==> src/rtl/scfg_pkg.sv <==
package scfg_pkg;

   localparam int unsigned SCFG_ADDR_W = 7;
   localparam int unsigned SCFG_DATA_W = 8;

   typedef enum logic [2:0] {
      PH_IDLE   = 3'd0,
      PH_HEADER = 3'd1,
      PH_WRITE  = 3'd2,
      PH_READ   = 3'd3,
      PH_DONE   = 3'd4
   } scfg_phase_e;

endpackage

==> src/rtl/scfg_sync.sv <==
module scfg_sync #(
   parameter int unsigned WIDTH  = 3,
   parameter int unsigned STAGES = 2
) (
   input  logic             clk,
   input  logic             rst_n,
   input  logic [WIDTH-1:0] async_i,
   input  logic [WIDTH-1:0] rst_val_i,
   output logic [WIDTH-1:0] sync_o
);

   if (STAGES < 2) begin : g_bad_stages
      $error("scfg_sync: STAGES must be at least 2");
   end

   logic [WIDTH-1:0] chain_q [STAGES];

   for (genvar s = 0; s < STAGES; s++) begin : g_stage
      always_ff @(posedge clk or negedge rst_n) begin
         if (!rst_n) begin
            chain_q[s] <= rst_val_i;
         end else if (s == 0) begin
            chain_q[s] <= async_i;
         end else begin
            chain_q[s] <= chain_q[(s == 0) ? 0 : s-1];
         end
      end
   end

   assign sync_o = chain_q[STAGES-1];

endmodule

==> src/rtl/scfg_regbank.sv <==
module scfg_regbank #(
   parameter int unsigned ADDR_W = 7,
   parameter int unsigned DATA_W = 8,
   parameter logic [2**ADDR_W-1:0] IMPL_MASK = '1
) (
   input  logic                      clk,
   input  logic                      rst_n,
   input  logic                      wr_en_i,
   input  logic [ADDR_W-1:0]         wr_addr_i,
   input  logic [DATA_W-1:0]         wr_data_i,
   input  logic [ADDR_W-1:0]         rd_addr_i,
   output logic [DATA_W-1:0]         rd_data_o,
   output logic [2**ADDR_W*DATA_W-1:0] regs_o
);

   localparam int unsigned DEPTH = 2**ADDR_W;

   logic [DATA_W-1:0] slot [DEPTH];

   for (genvar a = 0; a < DEPTH; a++) begin : g_slot
      if (IMPL_MASK[a]) begin : g_impl
         always_ff @(posedge clk or negedge rst_n) begin
            if (!rst_n) begin
               slot[a] <= '0;
            end else if (wr_en_i && (wr_addr_i == ADDR_W'(a))) begin
               slot[a] <= wr_data_i;
            end
         end
      end else begin : g_absent
         assign slot[a] = '0;
      end
      assign regs_o[a*DATA_W +: DATA_W] = slot[a];
   end

   assign rd_data_o = slot[rd_addr_i];

endmodule

==> src/rtl/scfg_frame_rx.sv <==
module scfg_frame_rx
   import scfg_pkg::*;
#(
   parameter int unsigned ADDR_W = 7,
   parameter int unsigned DATA_W = 8,
   localparam int unsigned FRAME_W = ADDR_W + 1 + DATA_W,
   localparam int unsigned CNT_W   = $clog2(FRAME_W + 1)
) (
   input  logic              clk,
   input  logic              rst_n,
   input  logic              sck_s_i,
   input  logic              sel_s_i,
   input  logic              sdi_s_i,
   output logic [ADDR_W-1:0] rd_addr_o,
   input  logic [DATA_W-1:0] rd_data_i,
   output logic              wr_en_o,
   output logic [ADDR_W-1:0] wr_addr_o,
   output logic [DATA_W-1:0] wr_data_o,
   output logic              sdo_o,
   output logic              sdo_oe_o,
   output logic [CNT_W-1:0]  bit_cnt_o
);

   logic               sck_q;
   logic               sck_rise, sck_fall;
   logic [FRAME_W-1:0] shift_q;
   logic [CNT_W-1:0]   cnt_q;
   logic [DATA_W-1:0]  rd_byte_q;
   logic               sdo_q;
   scfg_phase_e        phase_q;

   assign sck_rise = sck_s_i & ~sck_q;
   assign sck_fall = ~sck_s_i & sck_q;

   always_ff @(posedge clk or negedge rst_n) begin
      if (!rst_n) begin
         sck_q     <= 1'b0;
         shift_q   <= '0;
         cnt_q     <= '0;
         rd_byte_q <= '0;
         sdo_q     <= 1'b0;
         phase_q   <= PH_IDLE;
      end else begin
         sck_q <= sck_s_i;
         if (sel_s_i) begin
            cnt_q   <= '0;
            sdo_q   <= 1'b0;
            phase_q <= PH_IDLE;
         end else begin
            if (phase_q == PH_IDLE) begin
               phase_q <= PH_HEADER;
            end
            if (sck_rise && (cnt_q < CNT_W'(FRAME_W))) begin
               shift_q <= {shift_q[FRAME_W-2:0], sdi_s_i};
               cnt_q   <= cnt_q + 1'b1;
               if (cnt_q == CNT_W'(ADDR_W)) begin
                  phase_q <= sdi_s_i ? PH_WRITE : PH_READ;
                  if (!sdi_s_i) begin
                     rd_byte_q <= rd_data_i;
                  end
               end
               if (cnt_q == CNT_W'(FRAME_W-1)) begin
                  phase_q <= PH_DONE;
               end
            end
            if (sck_fall && (phase_q == PH_READ)) begin
               sdo_q     <= rd_byte_q[DATA_W-1];
               rd_byte_q <= {rd_byte_q[DATA_W-2:0], 1'b0};
            end
         end
      end
   end

   assign rd_addr_o = shift_q[ADDR_W-1:0];
   assign wr_en_o   = sck_rise && !sel_s_i && (cnt_q == CNT_W'(FRAME_W-1))
                      && (phase_q == PH_WRITE);
   assign wr_addr_o = shift_q[FRAME_W-2 -: ADDR_W];
   assign wr_data_o = {shift_q[DATA_W-2:0], sdi_s_i};
   assign sdo_oe_o  = (phase_q == PH_READ);
   assign sdo_o     = sdo_q & sdo_oe_o;
   assign bit_cnt_o = cnt_q;

endmodule

==> src/rtl/scfg_slave.sv <==
module scfg_slave #(
   parameter int unsigned ADDR_W      = 7,
   parameter int unsigned DATA_W      = 8,
   parameter int unsigned SYNC_STAGES = 2,
   parameter logic [2**ADDR_W-1:0] IMPL_MASK =
      128'h0000_0000_0000_0000_0000_0003_FFFF_FFFF,
   localparam int unsigned FRAME_W = ADDR_W + 1 + DATA_W,
   localparam int unsigned CNT_W   = $clog2(FRAME_W + 1),
   localparam int unsigned BANK_W  = 2**ADDR_W * DATA_W
) (
   input  logic              clk,
   input  logic              rst_n,
   input  logic              sck_i,
   input  logic              sel_n_i,
   input  logic              sdi_i,
   output logic              sdo_o,
   output logic              sdo_oe_o,
   output logic [BANK_W-1:0] regs_o
);

   if (DATA_W < 2) begin : g_bad_data
      $error("scfg_slave: DATA_W must be at least 2");
   end
   if (ADDR_W < 1 || ADDR_W > 10) begin : g_bad_addr
      $error("scfg_slave: ADDR_W out of range");
   end

   logic              sck_s, sel_s, sdi_s;
   logic [ADDR_W-1:0] rd_addr, wr_addr;
   logic [DATA_W-1:0] rd_data, wr_data;
   logic              wr_en;
   logic [CNT_W-1:0]  bit_cnt;

   scfg_sync #(.WIDTH(3), .STAGES(SYNC_STAGES)) sync_i (
      .clk       (clk),
      .rst_n     (rst_n),
      .async_i   ({sck_i, sel_n_i, sdi_i}),
      .rst_val_i (3'b010),
      .sync_o    ({sck_s, sel_s, sdi_s})
   );

   scfg_frame_rx #(.ADDR_W(ADDR_W), .DATA_W(DATA_W)) rx_i (
      .clk       (clk),
      .rst_n     (rst_n),
      .sck_s_i   (sck_s),
      .sel_s_i   (sel_s),
      .sdi_s_i   (sdi_s),
      .rd_addr_o (rd_addr),
      .rd_data_i (rd_data),
      .wr_en_o   (wr_en),
      .wr_addr_o (wr_addr),
      .wr_data_o (wr_data),
      .sdo_o     (sdo_o),
      .sdo_oe_o  (sdo_oe_o),
      .bit_cnt_o (bit_cnt)
   );

   scfg_regbank #(.ADDR_W(ADDR_W), .DATA_W(DATA_W), .IMPL_MASK(IMPL_MASK)) bank_i (
      .clk       (clk),
      .rst_n     (rst_n),
      .wr_en_i   (wr_en),
      .wr_addr_i (wr_addr),
      .wr_data_i (wr_data),
      .rd_addr_i (rd_addr),
      .rd_data_o (rd_data),
      .regs_o    (regs_o)
   );

endmodule

==> config.mk <==
export PLATFORM = sky130hd
export DESIGN_NAME = scfg_slave
export DESIGN_NICKNAME = d
export VERILOG_FILES = /design/src/rtl/scfg_pkg.sv /design/src/rtl/scfg_sync.sv /design/src/rtl/scfg_regbank.sv /design/src/rtl/scfg_frame_rx.sv /design/src/rtl/scfg_slave.sv
export SDC_FILE = /design/constraint.sdc
export NUM_CORES = 1
export LEC_CHECK = 0
export ABC_AREA = 0
export BUFFER_PORTS_ARGS = -buffer_cell sky130_fd_sc_hd__buf_2
export CORE_AREA = 2 2 406 408
export DETAILED_ROUTE_END_ITERATION = 10
export DIE_AREA = 0 0 408 410
export PLACE_DENSITY = 0.33
export SLEW_MARGIN = 20
export SYNTH_ARGS = -nofsm -noshare
export SYNTH_HDL_FRONTEND = slang
export SYNTH_SLANG_ARGS = --single-unit
==> constraint.sdc <==
create_clock -name clk -period 3.2 [get_ports clk]
set_input_delay 0.64 -clock clk [delete_from_list [all_inputs] [get_ports clk]]
set_output_delay 0.64 -clock clk [all_outputs]
set_load 0.02 [all_outputs]
# Word-level counts from Yosys, hierarchy flattened

Cells that the tools add are included.
Widths: inputs -> output; s select.

Register bits after elaboration: 311
Logic and storage cells: 155

Add/subtract/negate cells: 1
Order comparisons: 2
Equal/unequal tests: 38
Mux-type cells: 17
Bitwise gates (word level): 7
Reductions and logical operators: 48

Operators by type and width:

| kind                | number |
|---|---|
| $eq 7x5->1 const B  | 16 |
| $bmux 8 s7          | 1 |
| $eq 7x4->1 const B  | 8 |
| $mux 8              | 6 |
| $logic_and 1x1->1   | 39 |
| $eq 7x3->1 const B  | 4 |
| $mux 3              | 5 |
| $eq 7x2->1 const B  | 2 |
| $eq 7x6->1 const B  | 2 |
| $mux 5              | 2 |
| $ge 8x8->1 const B  | 1 |
| $not 7->8           | 1 |
| $reduce_bool 2->1   | 4 |
| $eq 7x1->1 const B  | 1 |
| $logic_not 7->1     | 1 |
| $eq 3x2->1 const B  | 2 |
| $add 5x1->5 const B | 1 |
| $eq 5x3->1 const B  | 1 |
| $eq 5x4->1 const B  | 1 |
| $lt 5x5->1 const B  | 1 |
| $reduce_and 4->1    | 1 |
| $and 1x1->1         | 3 |
| $logic_not 3->1     | 1 |
| $mux 1              | 3 |
| 4 further kinds     | 6 |

# Depth between registers and ports, before layout

Gate-level depths: netlist of run 1.

Depth after elaboration: 8
Mapped depth: 10

# Worst setup path before layout of run 1

Ideal clock, no wire load.

Kind: flip-flop to flip-flop
Start: register rx_i.cnt_q[0] (netlist: rx_i.bit_cnt_o[0])
End: register bank_i.slot (netlist bit bank_i.regs_o[0])
Library setup time: 0.125 ns
Data arrival time: 2.484 ns
Data required time: 3.075 ns
Path slack: 0.591 ns
Cell stages (with the launch flop): 11
Period minus slack after synthesis: 2.609 ns
Cells stage by stage: dfrtp_1 > ha_1 > and3_1 > ha_1 > nor4b_4 > nand2_1 > or3_1 > buf_6 > or4_4 > buf_6 > mux2_4

Word-level cells in the longest chain between the ends: 4

RTL lines:

| what                          | line                | text |
|---|---|---|
| start, declared               | scfg_frame_rx.sv:27 | `logic [CNT_W-1:0] cnt_q;` |
| start signal, assigned        | scfg_frame_rx.sv:55 | `cnt_q <= cnt_q + 1'b1;` |
| $eq 5x4->1                    | scfg_frame_rx.sv:75 | `assign wr_en_o = sck_rise && !sel_s_i && (cnt_q == CNT_W'(FRAME_W-1))` |
| $logic_and 1x1->1             | scfg_frame_rx.sv:75 |  |
| $logic_and 1x1->1             | scfg_frame_rx.sv:76 | `&& (phase_q == PH_WRITE);` |
| $logic_and 1x1->1             | scfg_regbank.sv:25  | `end else if (wr_en_i && (wr_addr_i == ADDR_W'(a))) begin` |
| end signal, assigned by index | scfg_regbank.sv:26  | `slot[a] <= wr_data_i;` |
| end, declared                 | scfg_regbank.sv:18  | `logic [DATA_W-1:0] slot [DEPTH];` |

Every way passes these cells.
A chain may end at the register's enable or synchronous reset.

# Worst setup path after layout of run 1

Start: register rx_i.cnt_q[0] (netlist: rx_i.bit_cnt_o[0])
End: register bank_i.slot (netlist bit bank_i.regs_o[94])

The elaborated chain is that of the path after synthesis.

==> summary.md, run 1 <==
The die covers 167000 sq um. The finished layout holds 4246 standard cells, fillers aside. Dividing total power by cell area gives a power density of 487 nW/um^2. Cell family contributing the most delay on the critical path: simple AND/OR/NAND/NOR gates.

For the final hold violation count, the log shows 0. Summed over all layers, the routed wires come to 74000 microns. At the worst endpoint, the arrival time is 3.44 ns.

0 antenna diodes ended up in the layout. For this run, the number of Yosys warnings is 0. The total setup violations reported at the end of the flow was 0; the maximum clock skew at final layout was 0.0241 ns. The tools report the number of antenna violations at the first check in global routing as 0. The measured slew at the worst slew-check pin came out at 0.782 ns. Post-CTS timing repair inserted 0 buffers for setup. The path type of the worst min-delay path is primary input to asynchronous set/reset pin. The logs give 2042 for the number of nets in the finished design and 163000 sq um for the core outline area.

The cell area that synthesis handed to floorplanning was 20200 sq um. The number of global-route vias before repair is 11030, and the top achievable clock speed is 0.335 GHz. Across all setup checks in the final design, the least slack found is 0.214 ns. Critical register-to-register path startpoint: rx_i.bit_cnt_o[0]. In this run, CTS created clock tree buffers numbering 35. Share of cells above drive strength 1: 0.388. The placed instances occupy a cell area of 21900 sq um. The worst setup path is launched from a flop. In this run the number of H-tree levels came out at 2. The run gives 0 ns as the aggregate negative setup slack. In the post-synthesis netlist, the biggest area contributors are sky130_fd_sc_hd__dfrtp_1 (38%), sky130_fd_sc_hd__buf_4 (28%), sky130_fd_sc_hd__mux2_2 (14%).

The run gives 0 as the count of instances resized after the clock tree is built. The worst hold slack was 0.0705 ns. In this run, synthesis inferred 0 flip-flops with an integrated enable. The count of distinct cell types in the synthesized netlist was 56; the share of Yosys cell area claimed by the top area cell type was 0.384.

The number of instances in the synthesized netlist is 1711. The pin count of the biggest net entering global routing was 74. The global-route wire length before repair is 98800 microns. The remaining max-slew budget at the tightest pin was 0.479; the number of cells on the worst reg-to-reg path was 9. The minimum period implied by the final worst setup slack was 2.99 ns.

The count of buffers added on input and output ports is 278. OpenSTA, run right after detailed placement, puts the worst setup slack at 0.244 ns. The y dimension of the die works out to 410 microns.

The total via count in the routed design is 11664. The congestion estimate from routability-driven global placement came to 0.720. Compared with the post-synthesis result, the final layout area differs by 14.3%. The buffer and inverter count on the worst path was 1.

The share of flip-flops with an asynchronous set or reset after synthesis is 1.00, and the worst voltage drop across the vdd grid is 0.000381 V. The buffer depth of the longest clock path is 3. The clock net in this run drives a total of 311 sinks. The average detailed-routed wire length per instance was 17.4 microns; the number of I/O pins was 1031. Sorting the synthesized cells by how often they occur yields sky130_fd_sc_hd__buf_4 (752), sky130_fd_sc_hd__dfrtp_1 (309), sky130_fd_sc_hd__mux2_2 (257). Using the TritonRoute via totals, the vias-per-cell ratio works out to 2.75. The floorplan step set the die width to 408 microns.

Counting tap cells, the placed design contains a total of 4187 instances. The worst-path maximum fanout was 12. The count of max-cap constraint violations was 0; the number of buffers added to fix hold violations after cts was 0. The clock-pin slew of the registers on the worst-case setup and hold paths was 0.07 ns. The share of the clock period used by the worst path after layout works out to 0.933. Among the stages of the critical path, the cell type that occurs most often is sky130_fd_sc_hd__ha_1. In the synthesized netlist the dominant register cell turns out to be sky130_fd_sc_hd__dfrtp_1. The delay of the slowest critical-path stage was 0.43 ns. The flow ran to the end, and the final reports show no timing, DRC or antenna violations. The run gives 0.386 as the sequential fraction of the synthesis area. The tools report the global router's overall resource usage as 0.0835.

In this run the critical register-to-register path is captured at bank_i.regs_o[94]. Sort of element at the end of the critical path: a flop. The run gives 0.123 as the initial standard-cell utilization of the core. Among all cell types in the netlist, the one instantiated most often is sky130_fd_sc_hd__buf_4. The length of the first detailed-routing pass in iterations was 4. The cell with the largest stage delay on the worst path was sky130_fd_sc_hd__nor3_4. Summed over all cells, the static leakage comes to 12.0 nW. The cell area after layout is 23000 sq um, and the total grt overflow is 0. The run gives 149 as the floorplan row count. The worst register-to-register path has a setup slack of 0.21 ns. The number of DRC violations after detailed routing is 0. The root buffer cell chosen for the clock tree is sky130_fd_sc_hd__clkbuf_16.

Setup repair after global routing left no endpoint under its margin. Traced cell by cell, the critical path runs through ha_1 > and3_1 > ha_1 > nor4b_4 > nand2_1 > or3_1 > buf_4 > nor3_4 > mux2_2. The kind of critical path was flop to flop. The flip-flop and latch count after synthesis is 311. The most critical setup path has its startpoint at rx_i.bit_cnt_o[0]. sky130_fd_sc_hd__dfrtp_1 takes more of the synthesized area than any other cell. Each instance of the synthesized netlist takes up on average 11.8 sq um. The run gives 0 as the final count of pins violating max slew. The first routing iteration left 435 violations. At the worst endpoint, the required time is 3.65 ns. The remaining number of nets flagged by the antenna check after routing came out at 0. The later pin in the worst-skew pair is clocked with a latency of 0.58 ns. TritonCTS built the clock tree.

Detailed placement finished with a half-perimeter wire length of 58000 microns.
## logic make-up after synthesis
logic type / after synthesis / synth area share
buffers and inverters: 837 / 0.299
muxes: 378 / 0.244
DFF: 311 / 0.386
and+or+nand+nor: 103 / 0.0405
AOI/OAI and AO/OA: 76 / 0.0277
xor gates and xnor gates: 3 / 0.00130
adders and majority gates: 2 / 0.00124
other: 1 / 0.000186
## final cells by class
class	instances	area (sq um)
tap	2189	2740
fill	18490	140000
multi-input combinational	1314	9170
inverter	7	26.3
timing repair buffer	366	2190
sequential	311	7800
clock buffer	49	958
clock inverter	10	165
## report_power, final
group / switching [mW] / leakage (nW) / internal [mW]
logic: 2.16 / 7.16 / 0.641
registers: 0.239 / 4.31 / 3.99
clock network: 1.83 / 0.544 / 2.35
total: 4.24 / 12.0 / 6.99
## per-stage QoR
stage               utilization  power (mW)
floorplan                     -        6.57
global placement          0.134        7.17
detailed placement        0.134        7.17
CTS                       0.141        11.5
global route              0.141        11.7
finish                    0.141        11.2
## worst register-to-register path, delay by kind of cell, from the launching register on
family | cells | cell delay [ns]
fa+ha+maj | 2 | 0.41
flops | 1 | 0.38
simple gates | 5 | 1.40
buf+inv | 1 | 0.28
mux | 1 | 0.39
## state kept, by name, indices dropped and copies added (netlist names)
register and cells:
rx_i.bit_cnt_o 5, rx_i.sck_q 1, sync_i.sync_o 3, rx_i.phase_q 3
bank_i.regs_o 272, rx_i.shift_q 15, rx_i.rd_byte_q 8, rx_i.sdo_q 1
sync_i.chain_q 3
## metal layers
| layer | part of all wire | vias up | global-route usage | routed length (microns) |
|---|---|---|---|---|
| li1 | - | 4984 | - | - |
| met1 | 0.39 | 6085 | 0.0981 | 29000 |
| met2 | 0.49 | 558 | 0.142 | 36300 |
| met3 | 0.11 | 37 | 0.0366 | 7860 |
| met4 | 0.011 | 0 | 0.0134 | 786 |
| met5 | 0 | - | 0 | 0 |
## how the worst max path moves through the flow
stage	slack, ns	depth (start not counted)	endpoint
2_1_floorplan	0.59	10	bank_i.regs_o[0]
3_3_place_gp	0.19	9	bank_i.regs_o[85]
3_5_place_dp	0.24	9	bank_i.regs_o[86]
4_1_cts	0.23	9	bank_i.regs_o[86]
5_1_grt	0.03	9	bank_i.regs_o[86]
6_report	0.21	9	bank_i.regs_o[94]
## cell usage in the layout (no fill, tap or decap), types with 4 or more instances in the layout
| cell type | instances |
|---|---|
| sky130_fd_sc_hd__a211o_1 | 6 |
| sky130_fd_sc_hd__a211oi_1 | 16 |
| sky130_fd_sc_hd__a21o_1 | 4 |
| sky130_fd_sc_hd__a21oi_1 | 11 |
| sky130_fd_sc_hd__a22o_1 | 6 |
| sky130_fd_sc_hd__a22oi_1 | 7 |
| sky130_fd_sc_hd__buf_12 | 10 |
| sky130_fd_sc_hd__buf_2 | 277 |
| sky130_fd_sc_hd__buf_4 | 78 |
| sky130_fd_sc_hd__clkbuf_1 | 11 |
| sky130_fd_sc_hd__clkbuf_16 | 35 |
| sky130_fd_sc_hd__conb_1 | 752 |
| sky130_fd_sc_hd__dfrtp_1 | 304 |
| sky130_fd_sc_hd__inv_1 | 7 |
| sky130_fd_sc_hd__mux2_2 | 257 |
| sky130_fd_sc_hd__mux2_4 | 32 |
| sky130_fd_sc_hd__mux2i_1 | 37 |
| sky130_fd_sc_hd__mux4_2 | 52 |
| sky130_fd_sc_hd__nand2_1 | 12 |
| sky130_fd_sc_hd__nand2b_1 | 6 |
| sky130_fd_sc_hd__nor2_1 | 19 |
| sky130_fd_sc_hd__nor2b_1 | 5 |
| sky130_fd_sc_hd__nor3_1 | 4 |
| sky130_fd_sc_hd__nor3_2 | 14 |
| sky130_fd_sc_hd__nor3_4 | 10 |
| sky130_fd_sc_hd__o221ai_1 | 9 |
| sky130_fd_sc_hd__o22ai_1 | 6 |
| sky130_fd_sc_hd__or3_1 | 4 |
| sky130_fd_sc_hd__or4_4 | 4 |
No activity file was read; power rests on OpenSTA's default activity.
==> inputs of run 2 (changes only) <==
- BUFFER_PORTS_ARGS: -buffer_cell sky130_fd_sc_hd__buf_2 -> -buffer_cell sky130_fd_sc_hd__clkbuf_2
- CORE_AREA: 2 2 406 408 -> 5 5 398 400
- DIE_AREA: 0 0 408 410 -> 0 0 403 405
- PLACE_DENSITY: 0.33 -> 0.34
==> run 2 against run 1 <==
Non-clock buffer count rose by 2. Sequential power increased by 2%. Die area is 2.4% lower. Clock-buffer cell count fell by 1. Design area is 1.1% lower. Total power decreased by 3.8%. Clock power is 7.9% lower. Critical endpoint is now bank_i.regs_o[84]. Highest routed layer unchanged.
==> summary.md, run 2 (synthesis gave the netlist of run 1 again) <==
Total area of multi-input combinational cells: 9170 sq um (unchanged). STA classifies the critical path startpoint as a flop. The sink count of the clock tree came out at 311 (unchanged). The final count of pins violating max slew is 0 (unchanged), and the total of buffers placed on input and output ports is 278 (unchanged).

The minimum period implied by the final worst setup slack is 2.98 ns (-0.00157 ns), and the overall routed net length is 75100 microns (+1.5%). The run gives 0 (unchanged) as the count of max-cap constraint violations. The routed length on met1 came out at 28400 microns (-2.3%).

The measured slew at the worst slew-check pin was 0.970 ns (+0.188 ns). The kind of critical path was flop to flop. The core outline area came out at 155000 sq um (-5.2%).

For the number of fillers in the final layout, the log shows 17521 (-5.2%). The logs give 7800 sq um (unchanged) for the total area of sequential cells and 4.09 mW (-3.5%) for the net switching component of the power. The number of buffers added to fix hold violations after cts came out at 0 (unchanged).

The run gives 0.335 GHz (about the same) as the top achievable clock speed. The tools report the number of antenna violations at the first check in global routing as 0 (unchanged). The switching portion of total power was 0.379 (+0.00113); the remaining number of nets flagged by the antenna check after routing was 0 (unchanged). The tools report the combinational share of power as 0.244 (-0.006). The maximum clock skew at final layout was 0.0199 ns (-0.00426 ns).

Number of flip-flops in the largest register: 272 (unchanged). The aggregate negative setup slack is 0 ns (unchanged), and the number of placed cells counting well taps is 4058 (-3.1%). The clock buffer count from CTS was 34 (-2.9%); the share of the clock period used by the worst path after layout was 0.933 (about the same). The y dimension of the die is 405 microns (-1.2%). Number of DRC violations after detailed routing: 0 (unchanged). The worst setup path is captured at a flop. The wire length on met2 is 36800 microns (+1.3%). The library cells used most frequently in the layout, excluding fill and tap cells, are sky130_fd_sc_hd__conb_1 (752), sky130_fd_sc_hd__dfrtp_1 (304), sky130_fd_sc_hd__clkbuf_2 (277).

Length of the first detailed-routing pass in iterations: 4 (unchanged). The floorplan row count was 145 (-2.7%). Setup repair after global routing left no endpoint under its margin.

Worst voltage drop across the vdd grid: 0.000267 V (-30%). The logs give 4113 (-3.1%) for the number of standard cells in the final layout excluding fillers and 0.0850 (+0.00157) for the global router's overall resource usage. Leaving out fill and tap cells, the most frequent cell in the layout is sky130_fd_sc_hd__conb_1.

The logs give 84 (+14%) for the pin count of the biggest net entering global routing and 451 (+3.7%) for the initial detailed-routing violation count. The logs give 0 (unchanged) for the total grt overflow and 60300 microns (+4.0%) for the HPWL after detailed placement. The initial standard-cell utilization of the core is 0.130 (+0.00681). The tools report the number of I/O pins as 1031 (unchanged). Among all stages on the critical path, the largest delay is contributed by sky130_fd_sc_hd__nor3_4. The post-place setup slack is 0.250 ns (+0.00594 ns). The delay of the slowest critical-path stage came out at 0.46 ns (+0.03 ns).

The final hold violation count came out at 0 (unchanged). The average detailed-routed wire length per instance works out to 18.3 microns (+4.8%). The die span in x was 403 microns (-1.2%). The total die area was 163000 sq um (-2.4%); the power density relative to cell area was 474 nW/um^2 (-2.7%). The count of instances resized after the clock tree is built came out at 0 (unchanged).

The remaining max-slew budget at the tightest pin came out at 0.351 (-0.128). For the relative contribution of the clock network to total power, the log shows 0.357 (-0.016). The cell area after layout came out at 22800 sq um (-1.1%). The detailed router used layers up to and including met4.

The share of total power in sequential cells is 0.399 (+0.022), and the total setup violations reported at the end of the flow is 0 (unchanged). The share of cells above drive strength 1 is 0.388 (about the same). The worst-path maximum fanout was 12 (unchanged); the data arrival time of the critical path was 3.41 ns (-0.03 ns).

The run gives 0 (unchanged) as the count of antenna diodes in the layout. The post-CTS setup buffer count came out at 0 (unchanged). The worst hold path belongs to the class primary input to asynchronous set/reset pin.

The slack of the critical path is 0.215 ns (+0.00157 ns), and the total via count in the routed design is 11536 (-1.1%). The buffer and inverter count on the worst path was 1 (unchanged); the number of nets in the finished design was 2043 (+0.049%). The tools report the internal power as 6.71 mW (-3.9%). The amount of wire on met3 after detailed routing is 8830 microns (+12%). The signal on the critical path passes through ha_1 > and3_1 > ha_1 > nor4b_4 > nand2_1 > or3_1 > buf_4 > nor3_4 > mux2_2.

The clock root buffer master was sky130_fd_sc_hd__clkbuf_16. The buffer depth of the longest clock path is 3 (unchanged). The global-route wire length before repair came out at 99300 microns (+0.52%). The clock latency of the later-clocked register in the worst-skew pair came out at 0.55 ns (-0.03 ns). Among cell families on the critical path, the largest total delay comes from simple AND/OR/NAND/NOR gates.

The tools report the static leakage as 11.7 nW (-2.5%). The run gives 11137 (+0.97%) as the number of global-route vias before repair. TritonCTS built the clock tree.

The run finished with clean final reports. The weighted congestion reported at the end of routability-driven placement is 0.743 (+3.1%), and the area added between synthesis and finish is 13.0%. The post-place instance area came out at 21800 sq um (-0.74%).

The clock-pin slew of the registers on the worst-case setup and hold paths was 0.06 ns (about the same); the number of vias per cell was 2.80 (+2.1%). The number of H-tree levels came out at 2 (unchanged). Cell type with the highest occurrence count on the critical path: sky130_fd_sc_hd__ha_1.

For the endpoint required time on the critical path, the log shows 3.62 ns (-0.03 ns).
## run 2: cell types whose count changed in the layout (fill, tap and decap cells not counted), sizes merged
cell	change
bufinv	-2
clkbuf	+276
clkinv	-1
buf	-275
inv	+1
clkinvlp	-1
## run 2: layer usage
metal	GRT usage	vias up
li1	-	4995
met1	0.0984	5943
met3	0.0397	51
met5	0	-
met2	0.145	547
met4	0.0145	0
## run 2: per-stage QoR
| stage | total power [mW] | hold WS [ns] | util |
|---|---|---|---|
| after detailed placement | 7.05 | 0.335 | 0.140 |
| after CTS | 11.0 | 0.122 | 0.147 |
| after global placement | 7.07 | 0.334 | 0.140 |
| after floorplan | 6.57 | 0.331 | - |
| after global routing | 11.3 | 0.171 | 0.147 |
| final | 10.8 | 0.130 | 0.147 |
## run 2: cell type report
| class | instances | share of cell area |
|---|---|---|
| multi-input combinational | 1314 | 0.402 |
| inverter | 7 | 0.00115 |
| sequential | 311 | 0.342 |
| timing repair buffer | 368 | 0.0961 |
| clock inverter | 7 | 0.00346 |
| tap | 2058 | 0.113 |
| clock buffer | 48 | 0.0414 |
## run 2: worst reg2reg max path, delay by kind of cell (launching register included)
kind                     cells  cell delay (ns)
buffers and inverters        1             0.27
AND/OR/NAND/NOR              5             1.39
adder cells (fa/ha/maj)      2             0.41
flip-flops                   1             0.38
multiplexers                 1             0.39
## run 2: worst paths after layout
path                                    from                  to  slack (ns)  depth (start not counted)
setup / recovery           rx_i.bit_cnt_o[0]   bank_i.regs_o[84]        0.22                          9
hold / removal                         rst_n   bank_i.regs_o[77]        0.13                          1
setup reg to reg           rx_i.bit_cnt_o[0]   bank_i.regs_o[84]        0.22                          9
hold reg to reg            sync_i.chain_q[3]    sync_i.sync_o[0]        0.35                          0
max in group asynchronous              rst_n  bank_i.regs_o[212]        2.30                          2
min in group clk                       sdi_i   sync_i.chain_q[3]        0.20                          1
## run 2: power by group through the flow
stage               sequential (mW)  combinational (mW)  clock, mW
floorplan                      4.09                2.48          0
global placement               4.41                2.66          0
detailed placement             4.41                2.64          0
CTS                            4.33                2.65       4.03
global route                   4.33                2.79       4.15
finish                         4.31                2.63       3.86
